## config.mk

```make
export PLATFORM = sky130hd
export DESIGN_NAME = adc_conv_sequencer
export DESIGN_NICKNAME = d
export VERILOG_FILES = /design/src/rtl/adc_seq_pkg.sv /design/src/rtl/adc_tick_counter.sv /design/src/rtl/adc_phase_ctrl.sv /design/src/rtl/adc_result_latch.sv /design/src/rtl/adc_conv_sequencer.sv
export SDC_FILE = /design/constraint.sdc
export NUM_CORES = 1
export LEC_CHECK = 0
export ABC_AREA = 1
export BUFFER_PORTS_ARGS = -buffer_cell sky130_fd_sc_hd__buf_2
export CAP_MARGIN = 5
export CORE_MARGIN = 5
export CORE_UTILIZATION = 40
export DETAILED_ROUTE_END_ITERATION = 10
export PLACE_DENSITY_LB_ADDON = 0.1
export SYNTH_ARGS = -nofsm -noshare
export SYNTH_HDL_FRONTEND = slang
export SYNTH_SLANG_ARGS = --single-unit
export TNS_END_PERCENT = 1
```

## constraint.sdc

```tcl
create_clock -name clk -period 2 [get_ports clk]
set_input_delay 0.6 -clock clk [delete_from_list [all_inputs] [get_ports clk]]
set_output_delay 0.6 -clock clk [all_outputs]
set_load 0.02 [all_outputs]
```

## src/rtl/adc_seq_pkg.sv

```systemverilog
package adc_seq_pkg;

    typedef enum logic [1:0] {
        PH_IDLE   = 2'd0,
        PH_SAMPLE = 2'd1,
        PH_CONV   = 2'd2
    } phase_e;

    // Length of the sampling window in half-cycle ticks.
    function automatic int unsigned window_ticks(int unsigned setting, int unsigned base_ticks);
        return base_ticks + 2 * setting;
    endfunction

    function automatic int unsigned max_int(int unsigned a, int unsigned b);
        return (a > b) ? a : b;
    endfunction

endpackage

```

## src/rtl/adc_tick_counter.sv

```systemverilog
module adc_tick_counter #(
    parameter int CNT_W = 10
) (
    input  logic             clk,
    input  logic             rst,
    input  logic             load,
    input  logic [CNT_W-1:0] load_val,
    output logic             at_zero
);
    logic [CNT_W-1:0] remain;

    always_ff @(posedge clk) begin
        if (rst) begin
            remain <= '0;
        end else if (load) begin
            remain <= load_val;
        end else if (remain != '0) begin
            remain <= remain - 1'b1;
        end
    end

    assign at_zero = (remain == '0);
endmodule

```

## src/rtl/adc_phase_ctrl.sv

```systemverilog
module adc_phase_ctrl
    import adc_seq_pkg::*;
#(
    parameter int SET_W          = 8,
    parameter int CH_W           = 4,
    parameter int CNT_W          = 10,
    parameter int MIN_SAMP_TICKS = 3,
    parameter int LAT_TICKS      = 25
) (
    input  logic             clk,
    input  logic             rst,
    input  logic             start,
    input  logic [SET_W-1:0] samp_set,
    input  logic [CH_W-1:0]  chan,
    input  logic             cnt_zero,
    output logic             cnt_load,
    output logic [CNT_W-1:0] cnt_val,
    output logic             sample_en,
    output logic             busy,
    output logic             capture,
    output logic [CH_W-1:0]  ch_tag
);
    localparam logic [CNT_W-1:0] SAMP_BASE_M1 = CNT_W'(MIN_SAMP_TICKS - 1);
    localparam logic [CNT_W-1:0] LAT_M1       = CNT_W'(LAT_TICKS - 1);

    phase_e           phase_q, phase_d;
    logic [CH_W-1:0]  tag_q;
    logic             accept;

    assign accept = (phase_q == PH_IDLE) && start;

    always_comb begin
        phase_d  = phase_q;
        cnt_load = 1'b0;
        cnt_val  = '0;
        capture  = 1'b0;
        unique case (phase_q)
            PH_IDLE: begin
                if (start) begin
                    phase_d  = PH_SAMPLE;
                    cnt_load = 1'b1;
                    cnt_val  = SAMP_BASE_M1 + (CNT_W'(samp_set) << 1);
                end
            end
            PH_SAMPLE: begin
                if (cnt_zero) begin
                    phase_d  = PH_CONV;
                    cnt_load = 1'b1;
                    cnt_val  = LAT_M1;
                end
            end
            PH_CONV: begin
                if (cnt_zero) begin
                    phase_d = PH_IDLE;
                    capture = 1'b1;
                end
            end
            default: phase_d = PH_IDLE;
        endcase
    end

    always_ff @(posedge clk) begin
        if (rst) begin
            phase_q <= PH_IDLE;
            tag_q   <= '0;
        end else begin
            phase_q <= phase_d;
            if (accept) begin
                tag_q <= chan;
            end
        end
    end

    assign sample_en = (phase_q == PH_SAMPLE);
    assign busy      = (phase_q != PH_IDLE);
    assign ch_tag    = tag_q;
endmodule

```

## src/rtl/adc_result_latch.sv

```systemverilog
module adc_result_latch #(
    parameter int CODE_W = 12,
    parameter int RES_W  = 16
) (
    input  logic              clk,
    input  logic              rst,
    input  logic              capture,
    input  logic [CODE_W-1:0] raw_code,
    output logic [RES_W-1:0]  result,
    output logic              done
);
    localparam int PAD_W = RES_W - CODE_W;

    logic [RES_W-1:0] formatted;

    generate
        if (PAD_W > 0) begin : g_pad
            assign formatted = {{PAD_W{1'b0}}, raw_code};
        end else begin : g_nopad
            assign formatted = raw_code[RES_W-1:0];
        end
    endgenerate

    always_ff @(posedge clk) begin
        if (rst) begin
            result <= '0;
            done   <= 1'b0;
        end else begin
            done <= capture;
            if (capture) begin
                result <= formatted;
            end
        end
    end
endmodule

```

## src/rtl/adc_conv_sequencer.sv

```systemverilog
module adc_conv_sequencer
    import adc_seq_pkg::*;
#(
    parameter int SET_W          = 8,
    parameter int CH_W           = 4,
    parameter int CODE_W         = 12,
    parameter int RES_W          = 16,
    parameter int MIN_SAMP_TICKS = 3,
    parameter int LAT_TICKS      = 25
) (
    input  logic              clk,
    input  logic              rst,
    input  logic              start,
    input  logic [SET_W-1:0]  samp_set,
    input  logic [CH_W-1:0]   chan,
    input  logic [CODE_W-1:0] raw_code,
    output logic              sample_en,
    output logic              busy,
    output logic              done,
    output logic [CH_W-1:0]   ch_tag,
    output logic [RES_W-1:0]  result
);
    localparam int MAX_TICKS = int'(max_int(window_ticks((2 ** SET_W) - 1, MIN_SAMP_TICKS),
                                            LAT_TICKS));
    localparam int CNT_W     = $clog2(MAX_TICKS);

    logic             cnt_load;
    logic [CNT_W-1:0] cnt_val;
    logic             cnt_zero;
    logic             capture;

    adc_phase_ctrl #(
        .SET_W          (SET_W),
        .CH_W           (CH_W),
        .CNT_W          (CNT_W),
        .MIN_SAMP_TICKS (MIN_SAMP_TICKS),
        .LAT_TICKS      (LAT_TICKS)
    ) u_ctrl (
        .clk       (clk),
        .rst       (rst),
        .start     (start),
        .samp_set  (samp_set),
        .chan      (chan),
        .cnt_zero  (cnt_zero),
        .cnt_load  (cnt_load),
        .cnt_val   (cnt_val),
        .sample_en (sample_en),
        .busy      (busy),
        .capture   (capture),
        .ch_tag    (ch_tag)
    );

    adc_tick_counter #(
        .CNT_W (CNT_W)
    ) u_cnt (
        .clk      (clk),
        .rst      (rst),
        .load     (cnt_load),
        .load_val (cnt_val),
        .at_zero  (cnt_zero)
    );

    adc_result_latch #(
        .CODE_W (CODE_W),
        .RES_W  (RES_W)
    ) u_res (
        .clk      (clk),
        .rst      (rst),
        .capture  (capture),
        .raw_code (raw_code),
        .result   (result),
        .done     (done)
    );
endmodule

```

==> flow_summary.toml, run 1 <==
[clocking]
clk_latency_ps = 280
h-tree-depth = 2
tritoncts = "done"
cts_sinks = 29
clkSlewWorstSetupHoldPaths_ps = 70
ctsLongestPathBuffers = 2
cts_setup_buffers = 0
cts_resized = 0
cts-root-buf = "clkbuf_8"
numCtsBuffers = 5
ctsHoldBuffers = 0

[placement]
dp_hpwl_um = 2730
placed_area_sq_um = 1760
portBuffers = 45
gp_congestion = 0.736

[sta]
setup_viol = 0
period_needed_ps = 1760
fin_crit_sh_pct = 88.2
tns_ps = 0
slew_viol_final = 0
skew_ps = 8.77
finalHoldViolations = 0
fmax_ghz = 0.567
rsz0062_at_grt = "false"

[worst_setup_path]
critPathCaptureType = "primary output"
required_ps = 1400
critPathKind = "register to primary output"
crit_arrival_ps = 1160
worst_setup_path_start_kind = "register"
path_max_fanout = 4
rr_worst_depth = 7
worstReg2RegEnd = "u_cnt.remain[8]"
reg2reg_slack_ps = 280
r2r-start = "u_cnt.remain[0]"

[detailed_routing]
routedWlPerCell_um = 11.1
routed_wl_um = 3460
drc = 0
ant_nets = 0
vias = 1425
post_drt_via_cell_ratio = 4.57
initialDrtViolationCount = 68
firstDrtPassIters = 4

[logic_synthesis]
ys_seq_area_share_pct = 38.3
synth.distinct_cells = 30
ys_ff_latch = 29
syn_area_per_cell_sq_um = 7.05
ys_warn_count = 0
netlist_area_sq_um = 1520
synthCells = 215

[worst_hold_path]
hold_class = "register to register"
min_to = "u_ctrl.ch_tag[0]"
hold_path_startpoint = "u_ctrl.ch_tag[0]"
hold-path-cell-count = 2

[die]
die_area_sq_um = 5120
die_h_um = 71.6
die_x_um = 71.6
io_pins = 50
start_util_pct = 41.4
coreArea_sq_um = 3660
rows = 22

[finish]
area_delta_synth_final_pct = 24.2
nNetsFinal = 292
fillers = 390
design_area_sq_um = 1880
drive_gt1_share_pct = 29.2
diodes = 0

[power_and_ir_drop]
pwr_density_cell_nw_per_um2 = 1350
clkPwrFrac_pct = 24.8
switching_share_pct = 40.9
p_sw_mw = 1.04
ir_drop_mv = 0.585
pwr-share-seq_pct = 31.5
leakagePower_nw = 0.930
p_int_mw = 1.51
combinationalPowerShare_pct = 43.7

[global_routing]
grt_pass1_wl_um = 5890
first_global_vias = 1399
track_usage_pct = 14.4
grt-ovfl-total = 0
antenna_found_initial = 0
grt_max_degree = 14

[flow_run]
drv_cap = 0

[status]
status = "finished, final reports clean"
==> layer usage <==
| layer | wire (um) | track usage (%) | up-vias |
|---|---|---|---|
| met2 | 1730 | 25.6 | 29 |
| met1 | 1550 | 16.5 | 616 |
| met5 | 0 | 0 | - |
| li1 | - | - | 776 |
| met4 | 28 | 3.76 | 0 |
| met3 | 157 | 4.63 | 4 |
==> logic make-up after synthesis <==
kind of cell	synth area share, %
adder cells (fa/ha/maj)	1.65
XOR/XNOR	2.89
other	0.247
AND/OR/NAND/NOR	36.3
AO/OA/AOI/OAI	10.9
flip-flops	38.3
buffers and inverters	9.74
==> how the worst max path moves through the flow <==
stage                      startpoint                to
finish              u_ctrl.phase_q[0]         sample_en
global route          u_cnt.remain[0]   u_cnt.remain[8]
CTS                 u_ctrl.phase_q[0]         sample_en
detailed placement              start   u_cnt.remain[5]
global placement      u_cnt.remain[0]   u_res.result[0]
floorplan             u_cnt.remain[0]  u_res.result[10]
==> sequential cells by signal, indices dropped and copies added (netlist names) <==
name	flops
u_res.result	12
u_res.done	1
u_ctrl.ch_tag	4
u_cnt.remain	10
u_ctrl.phase_q	2
==> synthesized netlist by cell type <==
master / number / area, sq um
clkbuf_1: 2 / 7.51
nand2_4: 1 / 11.3
conb_1: 1 / 3.75
buf_2: 1 / 5.00
inv_2: 2 / 7.51
ha_1: 2 / 25.0
nand3_2: 2 / 20.0
o21ai_0: 7 / 35.0
nand2_1: 33 / 124
nand2_2: 1 / 6.26
nor2_4: 1 / 11.3
nor2_1: 42 / 158
o21ai_1: 12 / 60.1
xnor2_1: 2 / 17.5
nand4_1: 6 / 37.5
a21oi_1: 8 / 40.0
xor2_1: 3 / 26.3
nand3_1: 15 / 75.1
buf_4: 4 / 30.0
o21bai_1: 1 / 7.51
a211oi_1: 1 / 7.51
clkinv_1: 1 / 3.75
nor2_2: 13 / 81.3
a22oi_1: 1 / 7.51
o211ai_1: 1 / 7.51
dfxtp_1: 29 / 581
or2_2: 1 / 6.26
nor2_8: 1 / 20.0
buf_6: 2 / 22.5
inv_1: 19 / 71.3
==> layout by cell type, fill, tap and decap left out, types with 2 or more instances in the layout <==
cell type,instances
nor2_1,42
buf_2,45
o21ai_0,7
ha_1,2
a21oi_1,8
nand2_1,33
nand4_1,6
xnor2_1,2
conb_1,4
buf_4,2
nor2_2,13
xor2_1,3
o21ai_1,12
nand3_1,15
inv_2,2
nand3_2,2
clkbuf_8,6
inv_1,19
dfxtp_1,29
==> critical path, cell delays in order (launching register included) <==
cell	delay, ps
dfxtp_1	330
inv_1	60
nor2_1	260
buf_2	230
==> power groups by stage <==
stage               registers [mW]  clock network (mW)  logic, mW
finish                       0.804               0.631       1.11
global route                 0.817               0.673       1.28
CTS                          0.804               0.645       1.12
detailed placement           0.817                   0       1.11
global placement             0.819                   0       1.12
floorplan                    0.817                   0      0.865
==> area by class of cell <==
class	instances	area, sq um	share of cell area [%]
clock buffer	6	82.6	4.39
clock inverter	2	37.5	1.99
inverter	22	82.6	4.39
multi-input combinational	158	800	42.5
sequential	29	581	30.8
tap	48	60.1	3.19
timing repair buffer	47	240	12.8
==> per-stage QoR <==
step	util (%)	hold slack [ps]	std cells	worst slack (ps)	power, mW
floorplan	-	465	218	486	1.68
global placement	48.2	481	304	311	1.94
detailed placement	48.2	472	304	278	1.93
CTS	51.4	487	312	216	2.57
global route	51.4	517	312	74.9	2.77
finish	51.4	480	312	236	2.55
Note: power is estimated with default switching activity, not from simulation.
==> run 2: changes to the inputs <==
--- a/config.mk
+++ b/config.mk
@@ -5,7 +5,6 @@
 export SDC_FILE = /design/constraint.sdc
 export NUM_CORES = 1
 export LEC_CHECK = 0
-export ABC_AREA = 1
 export BUFFER_PORTS_ARGS = -buffer_cell sky130_fd_sc_hd__buf_2
 export CAP_MARGIN = 5
 export CORE_MARGIN = 5
==> flow_summary.toml, run 2 <==
[detailed_routing]
firstDrtPassIters = 5
vias = 1317
initialDrtViolationCount = 70
ant_nets = 0
post_drt_via_cell_ratio = 4.91
routedWlPerCell_um = 11.7
drc = 0
routed_wl_um = 3130

[die]
die_x_um = 69.4
rows = 21
die_area_sq_um = 4810
die_h_um = 69.4
coreArea_sq_um = 3360
io_pins = 50
start_util_pct = 41.9

[placement]
placed_area_sq_um = 1650
dp_slack_ps = 74.7
dp_hpwl_um = 2470
place_inst = 260
portBuffers = 45
gp_congestion = 0.881

[global_routing]
grtUsageMet3_pct = 4.06
antenna_found_initial = 0
track_usage_pct = 14.0
grt_max_degree = 24
first_global_vias = 1286
gr-max-usage-layer = "met2"
grt-ovfl-total = 0
grt_pass1_wl_um = 5540
met1_usage_pct = 16.3
met2_usage_pct = 23.2

[finish]
max_flop_register = "u_res.result"
multi_input_area_sq_um = 747
nNetsFinal = 250
design_area_sq_um = 1730
area_delta_synth_final_pct = 22.4
largest_register_ffs = 12
fillers = 382
drive_gt1_share_pct = 30.2
instances_no_fill = 268
most-common-layout-cells = "buf_2, nand2_1, dfxtp_1"
layout_commonest_cell = "buf_2"
final_core_util_pct = 51.3
diodes = 0
seq_area_sq_um = 582

[logic_synthesis]
synthCells = 174
syn_area_per_cell_sq_um = 8.10
ys_warn_count = 0
ys_ff_latch = 29
synth_common_cells = "nand2_1, dfxtp_1, a21oi_1"
synth_ff_type = "dfxtp_1"
yosys.area.top_type_share_pct = 41.2
yosysMostFrequentCell = "nand2_1"
synth_edf_count = 0
ys_seq_area_share_pct = 41.2
synth_top_area_cell = "dfxtp_1"
synth_area_leaders = "dfxtp_1, nand2_1, a21oi_1"
netlist_area_sq_um = 1410
synth.distinct_cells = 36
synth-async-reset-ratio_pct = 0

[power_and_ir_drop]
leakagePower_nw = 0.772
ir_drop_mv = 0.545
total_power_mw = 2.23
pwr_density_cell_nw_per_um2 = 1290

[sta]
hold_slack_ps = 457
setup_ws_ps = 75.4
finalHoldViolations = 0
worstMarginPinSlew_ps = 612
skew_ps = 2.36
tns_ps = 0
slew-limit-headroom_pct = 59.2
rsz0062_at_grt = "true"
fin_crit_sh_pct = 96.2
period_needed_ps = 1920
setup_viol = 0
fmax_ghz = 0.520
slew_viol_final = 0

[worst_setup_path]
crit_slowest_cell = "or4_4"
crit_start = "u_cnt.remain[4]"
rr_worst_depth = 6
cp_top_family = "simple AND/OR/NAND/NOR gates"
crit_buf_inv = 1
required_ps = 2190
crit_arrival_ps = 2120
worstReg2RegEnd = "u_cnt.remain[1]"
critPathKind = "register to register"
worst_setup_path_start_kind = "register"
path_max_fanout = 6
reg2reg_slack_ps = 80
path_depth = 6
crit_end = "u_cnt.remain[1]"
crit_chain = "or4_4 -> nor4_4 -> buf_4 -> nor2_1 -> a311oi_2 -> a211oi_2"
r2r-start = "u_cnt.remain[4]"
critical-path-max-stage-delay_ps = 560
critPathCaptureType = "register"

[flow_run]
drv_cap = 0

[clocking]
tritoncts = "done"
numCtsBuffers = 5
clkSlewWorstSetupHoldPaths_ps = 90
ctsLongestPathBuffers = 2
h-tree-depth = 2
clk_latency_ps = 320
cts_setup_buffers = 0
cts_sinks = 29
cts-root-buf = "clkbuf_4"

[status]
status = "finished, final reports clean"

[worst_hold_path]
hold_class = "register to register"
==> run 2: kinds of logic after synthesis <==
group,count (synthesis),share of synthesized area [%]
buf+inv,16,6.83
simple gates,78,26.6
fa+ha+maj,2,1.77
compound gates,34,14.6
other cells,1,0.266
flops,29,41.2
xor+xnor,14,8.70
==> run 2: final cells by class <==
class,count,area share [%]
timing repair buffer,49,14.8
clock buffer,7,3.77
clock inverter,1,0.290
sequential,29,33.7
multi-input combinational,132,43.3
tap,46,3.33
inverter,4,0.870
==> run 2: worst min-delay path: cells and delay by family, from the launching register on <==
family / cells / cell delay [ps]
flops: 1 / 320
compound gates: 1 / 50
simple gates: 1 / 50
==> run 2: layer usage <==
metal | routed length, um | vias up
met5 | 0 | -
met4 | 66 | 0
met3 | 201 | 8
met2 | 1480 | 46
met1 | 1380 | 586
li1 | - | 677
==> run 2: how the worst min path moves through the flow <==
| stage | startpoint | endpoint | slack (ps) | cells past startpoint |
|---|---|---|---|---|
| after CTS | u_res.result[9] | u_res.result[9] | 460 | 2 |
| after global routing | u_res.result[4] | u_res.result[4] | 490 | 2 |
| after global placement | u_res.result[5] | u_res.result[5] | 440 | 2 |
| after detailed placement | u_res.result[9] | u_res.result[9] | 450 | 2 |
| after floorplan | u_res.result[10] | u_res.result[10] | 530 | 2 |
| final | u_res.result[9] | u_res.result[9] | 460 | 2 |
==> run 2: timing repair <==
action | 4_1_cts | 5_1_grt
hold buffers | 0 | 0
setup endpoints to repair | 0 | 15
resized for setup | 0 | 2
==> run 2: power by group <==
group          internal [mW]  leakage [nW]  switching (mW)
Sequential             0.693         0.237          0.0998
Clock                  0.203        0.0413           0.195
Combinational          0.433         0.494           0.609
Total                   1.33         0.772           0.903
==> run 3: changes to the inputs <==
--- a/config.mk
+++ b/config.mk
@@ -10,7 +10,7 @@
 export CORE_MARGIN = 5
 export CORE_UTILIZATION = 40
 export DETAILED_ROUTE_END_ITERATION = 10
-export PLACE_DENSITY_LB_ADDON = 0.1
+export PLACE_DENSITY = 0.66
 export SYNTH_ARGS = -nofsm -noshare
 export SYNTH_HDL_FRONTEND = slang
 export SYNTH_SLANG_ARGS = --single-unit
==> flow_summary.toml, run 3 (synthesis results as in run 2) <==
[die]
die_x_um = 69.4
start_util_pct = 41.9
die_h_um = 69.4
io_pins = 50
die_area_sq_um = 4810
rows = 21
coreArea_sq_um = 3360

[clocking]
cts_sinks = 29
ctsLongestPathBuffers = 2
numCtsBuffers = 5
clk_latency_ps = 320
tritoncts = "done"
cts-root-buf = "clkbuf_4"
clkSlewWorstSetupHoldPaths_ps = 90
ctsHoldBuffers = 0
h-tree-depth = 2

[global_routing]
grt_max_degree = 18
track_usage_pct = 13.7
gr-max-usage-layer = "met2"
grt-ovfl-total = 0
grtUsageMet3_pct = 4.78
grt_pass1_wl_um = 5420
first_global_vias = 1237
met1_usage_pct = 17.2
met2_usage_pct = 21.0
antenna_found_initial = 0

[finish]
most-common-layout-cells = "buf_2, nand2_1, dfxtp_1"
largest_register_ffs = 12
diodes = 0
drive_gt1_share_pct = 29.9
max_flop_register = "u_res.result"
fillers = 349
instances_no_fill = 270
area_delta_synth_final_pct = 25.4
layout_commonest_cell = "buf_2"
nNetsFinal = 252

[detailed_routing]
drc = 0
vias = 1281
routedWlPerCell_um = 11.6
routed_wl_um = 3140
post_drt_via_cell_ratio = 4.74
firstDrtPassIters = 4
initialDrtViolationCount = 28
ant_nets = 0

[sta]
skew_ps = 5.22
tns_ps = 0
fin_crit_sh_pct = 97.7
finalHoldViolations = 0
setup_ws_ps = 46.4
rsz0062_at_grt = "true"
setup_viol = 0
period_needed_ps = 1950
slew_viol_final = 0
fmax_ghz = 0.512

[worst_setup_path]
critPathKind = "register to register"
worst_setup_path_start_kind = "register"
critPathCaptureType = "register"
crit_chain = "or4_4 -> nor4_4 -> buf_4 -> a21oi_2 -> a22oi_1 -> nor2_1"
crit_arrival_ps = 2170
critical-path-max-stage-delay_ps = 560
required_ps = 2220
path_max_fanout = 6
crit_slowest_cell = "or4_4"

[worst_hold_path]
hold_class = "register to register"

[flow_run]
drv_cap = 0

[power_and_ir_drop]
leakagePower_nw = 0.789
ir_drop_mv = 0.545
total_power_mw = 2.37
pwr_density_cell_nw_per_um2 = 1340

[placement]
dp_hpwl_um = 2430
dp_slack_ps = 63.1
gp_congestion = 0.816
place_inst = 262
portBuffers = 45

[status]
status = "finished, final reports clean"
## run 3: power by group
part / total, mW / switching, mW / leakage, nW / internal, mW
combinational: 1.08 / 0.608 / 0.507 / 0.474
clock: 0.501 / 0.202 / 0.0455 / 0.298
sequential: 0.785 / 0.0942 / 0.237 / 0.691
total: 2.37 / 0.905 / 0.789 / 1.46
## run 3: final cells by class
cell class / instances / area (sq um) / share of cell area (%)
multi-input combinational: 132 / 747 / 42.3
clock inverter: 1 / 30.0 / 1.70
clock buffer: 7 / 55.1 / 3.11
tap: 46 / 57.6 / 3.26
sequential: 29 / 581 / 32.8
timing repair buffer: 51 / 283 / 16.0
inverter: 4 / 15.0 / 0.849
## run 3: path summary, 6_finish.rpt
kind | slack, ps | cells past startpoint | from | end
setup / recovery | 50 | 6 | u_cnt.remain[4] | u_cnt.remain[7]
hold / removal | 460 | 2 | u_res.result[8] | u_res.result[8]
setup reg to reg | 50 | 6 | u_cnt.remain[4] | u_cnt.remain[7]
hold reg to reg | 460 | 2 | u_res.result[8] | u_res.result[8]
## run 3: metrics by stage
stage                     utilization, %  hold WS, ps  cell area, sq um
after floorplan                        -          533              1420
after detailed placement            50.0          444              1680
after global placement              50.0          440              1680
after global routing                52.6          479              1770
after CTS                           52.5          457              1770
final                               52.6          456              1770
## run 3: critical path: cells and delay by family, from the launching register on
family	cells	cell delay (ps)
and+or+nand+nor	3	980
DFF	1	350
AOI/OAI and AO/OA	2	280
buffers and inverters	1	230
## run 3: per-layer routing
metal | vias up | share of wire [%]
li1 | 683 | -
met1 | 557 | 49
met2 | 35 | 43
met5 | - | 0
met4 | 0 | 1.5
met3 | 6 | 6.6
## run 3: repair_timing
item                       in CTS  in global routing
resized for setup               0                  1
buffers inserted                0                  0
setup endpoints to repair       0                 13
